[config.mk]
export PLATFORM = sky130hd
export DESIGN_NAME = i2c_target_core
export DESIGN_NICKNAME = d
export VERILOG_FILES = /design/src/rtl/i2c_tgt_pkg.sv /design/src/rtl/i2c_tgt_sync.sv /design/src/rtl/i2c_tgt_engine.sv /design/src/rtl/i2c_tgt_irq.sv /design/src/rtl/i2c_target_core.sv
export SDC_FILE = /design/constraint.sdc
export NUM_CORES = 1
export LEC_CHECK = 0
export ABC_AREA = 1
export BUFFER_PORTS_ARGS = -buffer_cell sky130_fd_sc_hd__clkbuf_2
export CAP_MARGIN = 20
export CORE_UTILIZATION = 65
export DETAILED_ROUTE_END_ITERATION = 7
export PLACE_DENSITY = 0.86
export SYNTH_ARGS = -nofsm -noshare
export SYNTH_HDL_FRONTEND = slang
export SYNTH_HIERARCHICAL = 1
export SYNTH_SLANG_ARGS = --single-unit
[constraint.sdc]
create_clock -name clk -period 3.2 [get_ports clk]
set_input_delay 0.16 -clock clk [delete_from_list [all_inputs] [get_ports clk]]
set_output_delay 0.16 -clock clk [all_outputs]
set_load 0.005 [all_outputs]
[src/rtl/i2c_tgt_pkg.sv]
package i2c_tgt_pkg;
  localparam int ADDR_W = 7;
  localparam int BYTE_W = 8;
  localparam int NUM_EV = 3;

  localparam logic [2:0] REG_OWN    = 3'd0;
  localparam logic [2:0] REG_CTRL   = 3'd1;
  localparam logic [2:0] REG_STAT   = 3'd2;
  localparam logic [2:0] REG_DATA   = 3'd3;
  localparam logic [2:0] REG_MASK   = 3'd4;
  localparam logic [2:0] REG_RAW    = 3'd5;
  localparam logic [2:0] REG_MASKED = 3'd6;
  localparam logic [2:0] REG_CLR    = 3'd7;

  localparam int EV_DATA  = 0;
  localparam int EV_START = 1;
  localparam int EV_STOP  = 2;

  typedef enum logic [3:0] {
    ST_IDLE, ST_ADDR, ST_ADDR_ACK, ST_RX_BYTE, ST_RX_WAIT, ST_RX_ACK,
    ST_TX_WAIT, ST_TX_BYTE, ST_TX_ACK, ST_SKIP
  } tgt_state_e;
endpackage

[src/rtl/i2c_tgt_sync.sv]
module i2c_tgt_sync #(
  parameter int STAGES = 2
) (
  input  logic clk,
  input  logic rst_n,
  input  logic scl_pin,
  input  logic sda_pin,
  output logic sda_s,
  output logic scl_rise,
  output logic scl_fall,
  output logic start_ev,
  output logic stop_ev
);
  localparam int DEPTH = STAGES + 1;

  logic [DEPTH-1:0] scl_pipe, sda_pipe;
  logic scl_now, scl_prev, sda_prev;

  always_ff @(posedge clk or negedge rst_n) begin
    if (!rst_n) begin
      scl_pipe <= '1;
      sda_pipe <= '1;
    end else begin
      scl_pipe <= {scl_pipe[DEPTH-2:0], scl_pin};
      sda_pipe <= {sda_pipe[DEPTH-2:0], sda_pin};
    end
  end

  assign scl_now  = scl_pipe[STAGES-1];
  assign scl_prev = scl_pipe[STAGES];
  assign sda_s    = sda_pipe[STAGES-1];
  assign sda_prev = sda_pipe[STAGES];

  assign scl_rise = scl_now & ~scl_prev;
  assign scl_fall = ~scl_now & scl_prev;
  // SCL must be high in both samples so an SDA change made together with an SCL release is not taken as a condition
  assign start_ev = scl_now & scl_prev & sda_prev & ~sda_s;
  assign stop_ev  = scl_now & scl_prev & ~sda_prev & sda_s;
endmodule

[src/rtl/i2c_tgt_engine.sv]
module i2c_tgt_engine
  import i2c_tgt_pkg::*;
(
  input  logic              clk,
  input  logic              rst_n,
  input  logic              active,
  input  logic [ADDR_W-1:0] own_addr,
  input  logic              sda_s,
  input  logic              scl_rise,
  input  logic              scl_fall,
  input  logic              start_ev,
  input  logic              stop_ev,
  input  logic              host_wr,
  input  logic              host_rd,
  input  logic [BYTE_W-1:0] host_wdata,
  output logic              scl_hold,
  output logic              sda_low,
  output logic              rx_req,
  output logic              tx_req,
  output logic              first_byte,
  output logic              byte_done,
  output logic [BYTE_W-1:0] rx_byte,
  output logic              req_ev
);
  localparam int CNT_W = $clog2(BYTE_W + 1);
  localparam logic [CNT_W-1:0] CNT_FULL = CNT_W'(BYTE_W);
  localparam logic [CNT_W-1:0] CNT_LAST = CNT_W'(BYTE_W - 1);

  tgt_state_e        state_q, state_n;
  logic [CNT_W-1:0]  cnt_q, cnt_n;
  logic [BYTE_W-1:0] sh_q, sh_n;
  logic rw_q, rw_n, nack_q, nack_n, pend_q, pend_n;
  logic hold_q, hold_n, sdal_q, sdal_n;
  logic rxr_q, rxr_n, txr_q, txr_n, fb_q, fb_n;

  always_comb begin
    state_n = state_q; cnt_n = cnt_q; sh_n = sh_q; rw_n = rw_q;
    nack_n = nack_q; pend_n = pend_q; hold_n = hold_q; sdal_n = sdal_q;
    rxr_n = rxr_q; txr_n = txr_q; fb_n = fb_q;
    byte_done = 1'b0; req_ev = 1'b0;
    if (!active || start_ev || stop_ev) begin
      state_n = (active && start_ev) ? ST_ADDR : ST_IDLE;
      cnt_n = '0; hold_n = 1'b0; sdal_n = 1'b0;
      rxr_n = 1'b0; txr_n = 1'b0; fb_n = 1'b0; pend_n = 1'b0;
    end else begin
      unique case (state_q)
        ST_ADDR: begin
          if (scl_rise) begin
            sh_n  = {sh_q[BYTE_W-2:0], sda_s};
            cnt_n = cnt_q + 1'b1;
          end else if (scl_fall && cnt_q == CNT_FULL) begin
            if (sh_q[BYTE_W-1:1] == own_addr) begin
              sdal_n  = 1'b1;
              rw_n    = sh_q[0];
              state_n = ST_ADDR_ACK;
            end else begin
              state_n = ST_SKIP;
            end
          end
        end
        ST_ADDR_ACK: begin
          if (scl_fall) begin
            sdal_n = 1'b0;
            cnt_n  = '0;
            if (rw_q) begin
              hold_n = 1'b1; txr_n = 1'b1; req_ev = 1'b1;
              state_n = ST_TX_WAIT;
            end else begin
              pend_n  = 1'b1;
              state_n = ST_RX_BYTE;
            end
          end
        end
        ST_RX_BYTE: begin
          if (scl_rise) begin
            sh_n  = {sh_q[BYTE_W-2:0], sda_s};
            cnt_n = cnt_q + 1'b1;
          end else if (scl_fall && cnt_q == CNT_FULL) begin
            hold_n = 1'b1; rxr_n = 1'b1; fb_n = pend_q; pend_n = 1'b0;
            byte_done = 1'b1; req_ev = 1'b1;
            state_n = ST_RX_WAIT;
          end
        end
        ST_RX_WAIT: begin
          if (host_rd) begin
            rxr_n = 1'b0; fb_n = 1'b0; sdal_n = 1'b1; hold_n = 1'b0;
            state_n = ST_RX_ACK;
          end
        end
        ST_RX_ACK: begin
          if (scl_fall) begin
            sdal_n = 1'b0; cnt_n = '0;
            state_n = ST_RX_BYTE;
          end
        end
        ST_TX_WAIT: begin
          if (host_wr) begin
            sh_n = host_wdata; sdal_n = ~host_wdata[BYTE_W-1];
            hold_n = 1'b0; txr_n = 1'b0; cnt_n = '0;
            state_n = ST_TX_BYTE;
          end
        end
        ST_TX_BYTE: begin
          if (scl_fall) begin
            if (cnt_q == CNT_LAST) begin
              sdal_n  = 1'b0;
              state_n = ST_TX_ACK;
            end else begin
              sh_n   = {sh_q[BYTE_W-2:0], 1'b0};
              sdal_n = ~sh_q[BYTE_W-2];
              cnt_n  = cnt_q + 1'b1;
            end
          end
        end
        ST_TX_ACK: begin
          if (scl_rise) begin
            nack_n = sda_s;
          end else if (scl_fall) begin
            if (nack_q) begin
              state_n = ST_SKIP;
            end else begin
              hold_n = 1'b1; txr_n = 1'b1; req_ev = 1'b1;
              state_n = ST_TX_WAIT;
            end
          end
        end
        default: ;
      endcase
    end
  end

  always_ff @(posedge clk or negedge rst_n) begin
    if (!rst_n) begin
      state_q <= ST_IDLE; cnt_q <= '0; sh_q <= '0; rw_q <= 1'b0;
      nack_q <= 1'b0; pend_q <= 1'b0; hold_q <= 1'b0; sdal_q <= 1'b0;
      rxr_q <= 1'b0; txr_q <= 1'b0; fb_q <= 1'b0;
    end else begin
      state_q <= state_n; cnt_q <= cnt_n; sh_q <= sh_n; rw_q <= rw_n;
      nack_q <= nack_n; pend_q <= pend_n; hold_q <= hold_n; sdal_q <= sdal_n;
      rxr_q <= rxr_n; txr_q <= txr_n; fb_q <= fb_n;
    end
  end

  assign scl_hold   = hold_q;
  assign sda_low    = sdal_q;
  assign rx_req     = rxr_q;
  assign tx_req     = txr_q;
  assign first_byte = fb_q;
  assign rx_byte    = sh_q;
endmodule

[src/rtl/i2c_tgt_irq.sv]
module i2c_tgt_irq #(
  parameter int N = 3
) (
  input  logic         clk,
  input  logic         rst_n,
  input  logic [N-1:0] set_vec,
  input  logic [N-1:0] clr_vec,
  input  logic [N-1:0] mask,
  output logic [N-1:0] raw,
  output logic [N-1:0] masked,
  output logic         irq
);
  for (genvar i = 0; i < N; i++) begin : g_ev
    logic bit_n;
    always_comb begin
      bit_n = raw[i];
      if (set_vec[i])      bit_n = 1'b1;
      else if (clr_vec[i]) bit_n = 1'b0;
    end
    always_ff @(posedge clk or negedge rst_n) begin
      if (!rst_n) raw[i] <= 1'b0;
      else        raw[i] <= bit_n;
    end
  end

  assign masked = raw & mask;
  assign irq    = |masked;
endmodule

[src/rtl/i2c_target_core.sv]
module i2c_target_core
  import i2c_tgt_pkg::*;
#(
  parameter int SYNC_STAGES = 2
) (
  input  logic        clk,
  input  logic        rst_n,
  input  logic [2:0]  bus_addr,
  input  logic        bus_wr,
  input  logic        bus_rd,
  input  logic [7:0]  bus_wdata,
  output logic [7:0]  bus_rdata,
  output logic        irq,
  input  logic        scl_in,
  output logic        scl_oe_low,
  input  logic        sda_in,
  output logic        sda_oe_low
);
  logic rst_meta, rst_sync_n;
  always_ff @(posedge clk or negedge rst_n) begin
    if (!rst_n) {rst_sync_n, rst_meta} <= 2'b00;
    else        {rst_sync_n, rst_meta} <= {rst_meta, 1'b1};
  end

  logic [ADDR_W-1:0] own_q;
  logic              ctrl_active_q;
  logic [BYTE_W-1:0] data_q, data_n;
  logic [NUM_EV-1:0] mask_q, raw_q, masked, set_vec, clr_vec;
  logic host_wr, host_rd;
  logic sda_s, scl_rise, scl_fall, start_ev, stop_ev;
  logic scl_hold, sda_low, rx_req, tx_req, first_byte, byte_done, req_ev;
  logic [BYTE_W-1:0] rx_byte;
  logic own_en, ctrl_en, mask_en;

  assign host_wr = bus_wr && bus_addr == REG_DATA;
  assign host_rd = bus_rd && bus_addr == REG_DATA;
  assign own_en  = bus_wr && bus_addr == REG_OWN;
  assign ctrl_en = bus_wr && bus_addr == REG_CTRL;
  assign mask_en = bus_wr && bus_addr == REG_MASK;

  i2c_tgt_sync #(.STAGES(SYNC_STAGES)) u_sync (
    .clk(clk), .rst_n(rst_sync_n), .scl_pin(scl_in), .sda_pin(sda_in),
    .sda_s(sda_s), .scl_rise(scl_rise), .scl_fall(scl_fall),
    .start_ev(start_ev), .stop_ev(stop_ev)
  );

  i2c_tgt_engine u_eng (
    .clk(clk), .rst_n(rst_sync_n), .active(ctrl_active_q), .own_addr(own_q),
    .sda_s(sda_s), .scl_rise(scl_rise), .scl_fall(scl_fall),
    .start_ev(start_ev), .stop_ev(stop_ev),
    .host_wr(host_wr), .host_rd(host_rd), .host_wdata(bus_wdata),
    .scl_hold(scl_hold), .sda_low(sda_low), .rx_req(rx_req), .tx_req(tx_req),
    .first_byte(first_byte), .byte_done(byte_done), .rx_byte(rx_byte),
    .req_ev(req_ev)
  );

  always_comb begin
    set_vec = '0;
    set_vec[EV_DATA]  = req_ev;
    set_vec[EV_START] = start_ev & ctrl_active_q;
    set_vec[EV_STOP]  = stop_ev & ctrl_active_q;
    clr_vec = (bus_wr && bus_addr == REG_CLR) ? bus_wdata[NUM_EV-1:0] : '0;
  end

  i2c_tgt_irq #(.N(NUM_EV)) u_irq (
    .clk(clk), .rst_n(rst_sync_n), .set_vec(set_vec), .clr_vec(clr_vec),
    .mask(mask_q), .raw(raw_q), .masked(masked), .irq(irq)
  );

  always_comb begin
    data_n = data_q;
    if (host_wr)        data_n = bus_wdata;
    else if (byte_done) data_n = rx_byte;
  end

  always_ff @(posedge clk or negedge rst_sync_n) begin
    if (!rst_sync_n) begin
      own_q <= '0; ctrl_active_q <= 1'b0; mask_q <= '0; data_q <= '0;
    end else begin
      if (own_en)  own_q <= bus_wdata[ADDR_W-1:0];
      if (ctrl_en) ctrl_active_q <= bus_wdata[0];
      if (mask_en) mask_q <= bus_wdata[NUM_EV-1:0];
      data_q <= data_n;
    end
  end

  always_comb begin
    bus_rdata = '0;
    unique case (bus_addr)
      REG_OWN:    bus_rdata[ADDR_W-1:0] = own_q;
      REG_CTRL:   bus_rdata[0] = ctrl_active_q;
      REG_STAT:   bus_rdata[2:0] = {first_byte, tx_req, rx_req};
      REG_DATA:   bus_rdata = data_q;
      REG_MASK:   bus_rdata[NUM_EV-1:0] = mask_q;
      REG_RAW:    bus_rdata[NUM_EV-1:0] = raw_q;
      REG_MASKED: bus_rdata[NUM_EV-1:0] = masked;
      default:    bus_rdata = '0;
    endcase
  end

  assign scl_oe_low = scl_hold;
  assign sda_oe_low = sda_low;
endmodule

* Word level (Yosys, flattened, before mapping) *
Cells that the tools add are included.

word-level totals
  register bits after elaboration = 54
  input port bits = 17
  output and inout bits = 11
  word-level logic and storage cells = 208

operators by class
  $add $sub $neg = 1
  eq/ne operators = 41
  multiplexer cells = 89
  bitwise logic cells = 18
  reductions and logical operators = 37

operators with widths
  cell                count
  $mux 4              21
  $mux 8              6
  $mux 1              47
  $ne 3x1->1 const B  11
  $pmux 4 s8          1
  $pmux 8 s3          1
  $eq 4x3->1 const B  5
  $ne 3x2->1 const B  6
  $pmux 4 s4          1
  $reduce_and 13->1   1
  $eq 3x3->1 const B  4
  $pmux 2 s6          1
  $reduce_and 6->1    2
  $reduce_bool 6->1   2
  $pmux 1 s5          2
  $reduce_and 10->1   1
  $reduce_and 5->1    2
  $and 1x1->1         9
  $reduce_bool 3->1   3
  $reduce_bool 9->1   1
  $eq 4x2->1 const B  2
  $eq 4x4->1 const B  2
  $logic_and 1x1->1   8
  $not 1->1           8
  26 further kinds    39

* Logic depth before layout (Yosys ltp) *
Gate-level depths: netlist of run 1.

  word-level depth = 9
  gate-level depth with buffers = 13
  gate-level depth less buffers = 13

* Modules after synthesis *
The synthesis of run 1 kept the hierarchy.

modules (own cells, without submodules)
  module           instances  cells an instance  area an instance (um^2)  sequential area each (um^2)
  i2c_tgt_engine   1          299                1871.8                   600.6
  i2c_target_core  1          184                1277.5                   525.5
  i2c_tgt_sync     1          17                 198.9                    157.7
  i2c_tgt_irq      1          16                 147.6                    75.1

* Least setup slack after synthesis of run 1 *
No wires, ideal clock.

  path kind = register to register
  from = register u_sync.scl_pipe[2]
  to = register data_q[0]
  setup time = 125 ps
  arrival time = 1763 ps
  data required time = 3075 ps
  setup slack = 1313 ps
  stages on the path, launching flop included = 11
  buffers on the path = 1
  period minus slack after synthesis = 1887 ps
  cell sequence = dfstp_2 > inv_1 > nor2_1 > nand3_1 > nor2_1 > nand2_1 > inv_1 > clkbuf_1 > inv_1 > nand3_1 > nand3_1

between the ends
  longest elaborated chain between the ends = 7
  elaborated cells on any way between the ends = 16
  classes of those cells = 4 x mux; 8 x bitwise; 4 x reduce/logical

ends and longest elaborated chain
  element                             line                   RTL
  from (decl)                         i2c_tgt_sync.sv:16     logic [DEPTH-1:0] scl_pipe, sda_pipe;
  from (signal assigned)              i2c_tgt_sync.sv:24     scl_pipe <= {scl_pipe[DEPTH-2:0], scl_pin};
  $and 1x1->1                         i2c_tgt_sync.sv:35     assign scl_fall = ~scl_now & scl_prev;
  net scl_fall                        i2c_target_core.sv:30  logic sda_s, scl_rise, scl_fall, start_ev, stop_ev;
  $logic_and 1x1->1                   i2c_tgt_engine.sv:78   end else if (scl_fall && cnt_q == CNT_FULL) begin
  $mux 1                              i2c_tgt_engine.sv:78
  $mux 1                              i2c_tgt_engine.sv:75   if (scl_rise) begin
  $mux 1                              i2c_tgt_engine.sv:46   unique case (state_q)
  $mux 1                              i2c_tgt_engine.sv:41   if (!active || start_ev || stop_ev) begin
  net byte_done                       i2c_target_core.sv:31  logic scl_hold, sda_low, rx_req, tx_req, first_byte, byte_done, req_ev;
  $reduce_bool 2->1 (no source line)  -
  to (signal assigned)                i2c_target_core.sv:83  data_q <= data_n;
  to (decl)                           i2c_target_core.sv:27  logic [BYTE_W-1:0] data_q, data_n;

The timed path passes the listed nets, and every way through them passes these cells.
A chain may end at the register's enable or synchronous reset.

* Worst setup path after layout of run 1 *
  from = register u_sync.scl_pipe[1]
  to = register u_eng.state_q[3]

between the ends
  longest elaborated chain between the ends = 7
  elaborated cells on any way between the ends = 26
  classes of those cells = 12 x eq/ne; 1 x mux; 8 x bitwise; 5 x reduce/logical

ends and longest elaborated chain
  element                                                           line                   RTL
  $and 1x1->1 * (3 in series)                                       i2c_tgt_sync.sv:37     assign start_ev = scl_now & scl_prev & sda_prev & ~sda_s;
  net start_ev                                                      i2c_target_core.sv:30
  $logic_or 1x1->1 * (2 in series)                                  i2c_tgt_engine.sv:41
  $reduce_bool 9->1 (no source line), or another cell as far along  -
  $reduce_and 13->1 (no source line)                                -
  to (signal assigned)                                              i2c_tgt_engine.sv:138  state_q <= state_n; cnt_q <= cnt_n; sh_q <= sh_n; rw_q <= rw_n;
  to (decl)                                                         i2c_tgt_engine.sv:29   tgt_state_e state_q, state_n;

The timed path passes the listed nets; every way through them passes the cells marked *.

==> impl_metrics.toml, run 1 <==
[run_status]
status = "completed"

[placement]
place_area_um2 = 3650
port_buffers = 27
place_congestion = 0.994
hpwl_um = 6260

[floorplanning]
ioPinCount = 28
die_h_um = 75.3
initial_core_util = 0.680
core.rowCount = 26
core_area_um2 = 5140
die_x_um = 75.3
dieArea_um2 = 5680

[global_route]
antenna_found_initial = 0
grt_overflow = 0
grt_usage = 0.315
grt_max_degree = 53
grt_pass1_wl_um = 13300
grt_pass1_vias = 2909

[setup_path]
path_cells = "nand2_1, nor2_1, inv_1, nand2_2, clkinv_1, nand3_1, nand2_1, nor2_1, nand3_2, nand2_1, o21ai_1"
r2r_setup_slack_ns = 0.74
path_common_cell = "nand2_1"
crit_slowest_cell = "dfstp_2"
cp_slowest_stage_delay_ns = 0.57
endpoint_kind = "flip-flop"
arrival_ns = 2.65
cp_data_required_time_ns = 3.39
crit_fanout = 18
crit_type = "reg -> reg"
start_kind = "flip-flop"

[yosys]
yosysSeqAreaShare = 0.389
synth-simple-area-share = 0.387
yosys_warnings = 6
avgSynthCellArea_um2 = 6.77
synth_compound_area_frac = 0.0991
synth_top_area_frac = 0.344
synth_area_leaders = "dfrtp_1 (34%), nand2_1 (18%), inv_1 (8.4%)"
synth_flop_cell = "dfrtp_1"
synth_top_family_by_area = "simple AND/OR/NAND/NOR gates"
synth_area_leader_cell = "dfrtp_1"
yosys-top-cells-count = "nand2_1 (167), inv_1 (78), nand3_1 (57)"
synthAdderAreaFrac = 0.00716
syn_nets = 535
syn-cell-area_um2 = 3500
synth_mux_area_frac = 0
ys_ff_latch = 54
yosysMostFrequentCell = "nand2_1"
async_reset_ff_frac = 1.00
synth_edf_count = 0
synth_cell_types = 37
syn_inst = 516
synthXorXnorAreaFrac = 0.00501

[clock_network]
clkLatencyLatePin_ns = 0.30
clkTransAtPathRegs_ns = 0.09
cts.sink_count = 54
cts_setup_buffers = 0
htreeDepth = 2
cts_buffers = 5
cts_tree = "done"
cts_buffer_depth = 2
post_cts_resized = 0
ctsRootBufferMaster = "clkbuf_8"

[detailed_routing]
dr.first_iter.drc_count = 233
vias_per_cell = 5.48
drtPass1Iterations = 5
ant_nets = 0
vias = 3371
wl_per_cell_um = 13.9
routed_wl_um = 8540
drc_errors = 0

[timing]
skew_ns = 0.00657
worst_pin_slew_ns = 0.505
post-route-period-util = 0.769
timing.final.hold_violations = 0
finalMaxSlewViolations = 0
max_freq_ghz = 0.406
timing.setup.tns_ns = 0
timing.slew.headroom = 0.661
report.final.setup_viol = 0
min_period_ns = 2.46
rsz0062_at_grt = "no"

[pwr]
power.density_nw_per_um2 = 572
pwr-share-clk = 0.182
p_comb_frac = 0.367
intPower_mw = 1.28
p_sw_frac = 0.411
seq_power_share = 0.451
switchingPower_uw = 890
p_leak_nw = 2.09
irDropWorstVdd_mv = 0.398

[layout]
final_nets = 563
syn2layout_area_growth_pct = 8.45
fillers = 427
n_antenna_cell = 0
drive_gt1_frac = 0.136
fin_area_um2 = 3790

[worst_hold_path]
hold_class = "in -> reg"

[job]
drv_cap = 0
==> area by class of cell <==
| class | count | area, um^2 | area share |
|---|---|---|---|
| Clock buffer | 6 | 82.6 | 0.0218 |
| Clock inverter | 2 | 12.5 | 0.00330 |
| Inverter | 83 | 312 | 0.0822 |
| Multi-Input combinational cell | 368 | 1740 | 0.460 |
| Sequential cell | 54 | 1360 | 0.359 |
| Tap cell | 70 | 87.6 | 0.0231 |
| Timing Repair Buffer | 32 | 193 | 0.0508 |
==> routing by layer <==
layer / up-vias / track usage / wire, um / part of all wire
met3: 13 / 0.0384 / 493 / 0.058
met2: 140 / 0.563 / 4230 / 0.50
met1: 1550 / 0.411 / 3670 / 0.43
met4: 0 / 0.0720 / 136 / 0.016
met5: - / 0 / 0 / 0
li1: 1668 / - / - / -
==> metrics by stage <==
stage	total power [mW]	utilization	setup slack (ns)	cells	hold WS, ns
2_1_floorplan	1.57	-	1.31	516	-0.136
3_3_place_gp	1.74	0.709	0.912	603	-0.0551
3_5_place_dp	1.76	0.709	0.779	603	-0.0519
4_1_cts	2.16	0.734	0.761	614	0.0899
5_1_grt	2.33	0.738	0.494	615	0.0956
6_report	2.17	0.738	0.739	615	0.101
==> registers in the layout, summed over array words and instances, names as in the netlist, 3 cells and up <==
name and cells:
u_sync/scl_pipe 3, data_q 8, u_irq/raw 3, u_sync/sda_pipe 3, u_eng/cnt_q 4, u_eng/state_q 4, u_eng/rx_byte 8, mask_q 3
own_q 7
==> cells in the final DEF (no fill, tap or decap), types with 2 or more instances in the layout <==
master,Yosys,layout
nand2_1,167,167
inv_1,78,78
nand3_1,57,57
dfrtp_1,48,47
nor2_1,46,46
clkbuf_2,0,27
o21ai_0,26,26
nand4_1,12,12
a21oi_1,12,12
o21ai_1,8,8
nand2_2,6,6
clkbuf_8,0,6
dfstp_2,6,6
nor2_4,5,5
inv_2,4,4
dlygate4sd3_1,0,3
nor2_2,3,3
o21bai_2,3,3
nand3_2,2,2
nand2_4,2,2
a31oi_1,2,2
xor2_1,2,2
o21bai_1,2,2
ha_1,2,2
==> final timing paths <==
path | start | end | depth (start not counted)
setup / recovery | u_sync/scl_pipe[1] | u_eng/state_q[3] | 11
hold / removal | bus_wdata[7] | data_q[7] | 3
setup reg to reg | u_sync/scl_pipe[1] | u_eng/state_q[3] | 11
hold reg to reg | rst_sync_n | u_irq/raw[1] | 0
max in group asynchronous | rst_sync_n | u_eng/cnt_q[0] | 1
min in group asynchronous | rst_n | rst_meta | 2
==> kinds of logic after synthesis <==
logic type | Yosys count
AOI/OAI and AO/OA | 59
xor gates and xnor gates | 2
adders and majority gates | 2
buffers and inverters | 94
DFF | 54
other | 1
and+or+nand+nor | 304
==> power groups by stage <==
stage	combinational (mW)	clock [mW]	sequential (mW)
6_report	0.794	0.394	0.978
5_1_grt	0.901	0.427	1.00
4_1_cts	0.769	0.408	0.984
3_5_place_dp	0.765	0	0.996
3_3_place_gp	0.751	0	0.991
2_1_floorplan	0.626	0	0.940
==> critical path, delay by kind of cell, from the launching register on <==
family          cells  cell delay [ns]
flops               1             0.57
buf+inv             2             0.53
simple gates        8             1.19
compound gates      1             0.06
==> timing repair <==
| action | CTS | global route |
|---|---|---|
| setup endpoints to repair | 0 | 0 |
| hold buffers | 3 | 0 |
| hold endpoints to repair | 4 | 0 |
Power figures use the tool's default switching activity.
==> run 2, diff against run 1 <==
Settings changed: CORE_UTILIZATION 65 to 54, PLACE_DENSITY 0.86 to 0.76.
Clock period 3.2 ns to 2.02 ns, I/O delays scaled along.
==> impl_metrics.toml, run 2 (synthesized netlist as in run 1, its figures left out) <==
[run_status]
status = "completed"

[floorplanning]
core_area_um2 = 6100
ioPinCount = 28
core.rowCount = 28
die_x_um = 82.5
dieArea_um2 = 6800
initial_core_util = 0.573
die_h_um = 82.5

[clock_network]
cts_tree = "done"
clkLatencyLatePin_ns = 0.31
cts.sink_count = 54
htreeDepth = 2
cts_buffer_depth = 2
cts_buffers = 5
clkTransAtPathRegs_ns = 0.11
ctsRootBufferMaster = "clkbuf_8"

[setup_path]
crit_fanout = 8
endpoint_kind = "flip-flop"
ff2ff_path_depth = 12
start_kind = "flip-flop"
r2r_setup_slack_ns = 0.12
path_cells = "nand2_1, nor2_2, nor2_2, nand2_2, buf_6, nor2_1, nand2_1, nand2_1, nor2_2, nand3_4, nand2_1, o21ai_1"
r2r-end = "u_eng/state_q[3]"
crit_type = "reg -> reg"
cp_slowest_stage_delay_ns = 0.57
crit_slowest_cell = "dfstp_2"
worstReg2RegStart = "u_sync/scl_pipe[1]"
cp_data_required_time_ns = 2.21
arrival_ns = 2.09
crit_path_start = "u_sync/scl_pipe[1]"
path_common_cell = "nand2_1"

[layout]
fillers = 580
multi_input_comb_area_um2 = 1790
final_nets = 580
layout_common_cells = "nand2_1 (167), inv_1 (76), nand3_1 (56), dfrtp_1 (47), nor2_1 (38)"
syn2layout_area_growth_pct = 14.0
fin_area_um2 = 3990
n_antenna_cell = 0
drive_gt1_frac = 0.187
final_common_cell = "nand2_1"
regArea_um2 = 1360

[pwr]
p_comb_frac = 0.375
seq_power_share = 0.424
p_leak_nw = 2.19
intPower_mw = 2.16
irDropWorstVdd_mv = 0.548
power.density_nw_per_um2 = 916
pwr-share-clk = 0.202
p_sw_frac = 0.407
switchingPower_mw = 1.48

[timing]
max_freq_ghz = 0.527
hold_slack_ns = 0.0305
fin_ws_ns = 0.124
report.final.setup_viol = 0
timing.slew.headroom = 0.572
post-route-period-util = 0.939
skew_ns = 0.0125
worst_pin_slew_ns = 0.642
finalMaxSlewViolations = 0
min_period_ns = 1.90
timing.final.hold_violations = 0

[worst_hold_path]
hp-start = "bus_wdata[5]"
hold_class = "in -> reg"
hold_end = "data_q[5]"
hold_depth = 3

[global_route]
grt_pass1_wl_um = 14500
grt_pass1_vias = 3147
grt_max_degree = 29
grt_overflow = 0
antenna_found_initial = 0
grt_usage = 0.286

[detailed_routing]
dr.first_iter.drc_count = 167
vias = 3401
drc_errors = 0
vias_per_cell = 5.34
wl_per_cell_um = 14.0
routed_wl_um = 8900
ant_nets = 0
drtPass1Iterations = 5

[job]
drv_cap = 0

[placement]
place_area_um2 = 3770
port_buffers = 27
place_congestion = 1.03
post-place-ws_ns = 0.0355
hpwl_um = 6850
## run 2: changes by cell type in the layout (fill, tap and decap cells not counted), sizes merged
cell	before	now
clkinvlp	1	2
buf	2	19
bufinv	0	1
clkbuf	33	32
clkinv	2	0
inv	82	83
## run 2: cell type report
type	instances	share of cell area
clock buffers	5	0.0173
clock inverters	3	0.0113
repair buffers	49	0.0782
flip-flops and latches	54	0.341
multi-input cells	368	0.450
inverters	83	0.0782
well taps	75	0.0235
## run 2: what timing repair did
item,CTS,global route
hold endpoints to repair,4,0
resized for setup,0,19
hold buffers,3,0
setup buffers,0,2
setup endpoints to repair,0,23
## run 2: power by group through the flow
stage	clock network (mW)	logic [mW]	registers (mW)
2_1_floorplan	0	0.991	1.49
3_3_place_gp	0	1.28	1.56
3_5_place_dp	0	1.29	1.57
4_1_cts	0.750	1.30	1.54
5_1_grt	0.791	1.55	1.58
6_report	0.737	1.37	1.55
## run 2: stage by stage
stage               setup TNS (ns)   util  instances  power [mW]
detailed placement               0  0.619        624        2.86
CTS                              0  0.642        635        3.60
floorplan                        0      -        516        2.48
global placement                 0  0.619        624        2.84
global route               -0.0282  0.654        637        3.92
finish                           0  0.654        637        3.65
## run 2: worst max-delay path, delay by kind of cell (launching register included)
| family | cells | cell delay, ns |
|---|---|---|
| AOI/OAI and AO/OA | 1 | 0.06 |
| DFF | 1 | 0.57 |
| and+or+nand+nor | 10 | 1.00 |
| buffers and inverters | 1 | 0.15 |
## run 2: worst max path at each step
stage,cells after the start,slack (ns),endpoint
global route,12,-0.01,u_eng/state_q[3]
CTS,11,0.02,u_eng/scl_hold
global placement,14,0.12,u_eng/state_q[0]
detailed placement,11,0.04,u_eng/scl_hold
floorplan,10,0.13,data_q[0]
finish,12,0.12,u_eng/state_q[3]
## run 2: per-layer routing
| metal | vias up | track usage | share of wire |
|---|---|---|---|
| li1 | 1712 | - | - |
| met4 | 0 | 0.147 | 0.040 |
| met2 | 130 | 0.473 | 0.46 |
| met5 | - | 0 | 0 |
| met3 | 34 | 0.0451 | 0.061 |
| met1 | 1525 | 0.361 | 0.44 |
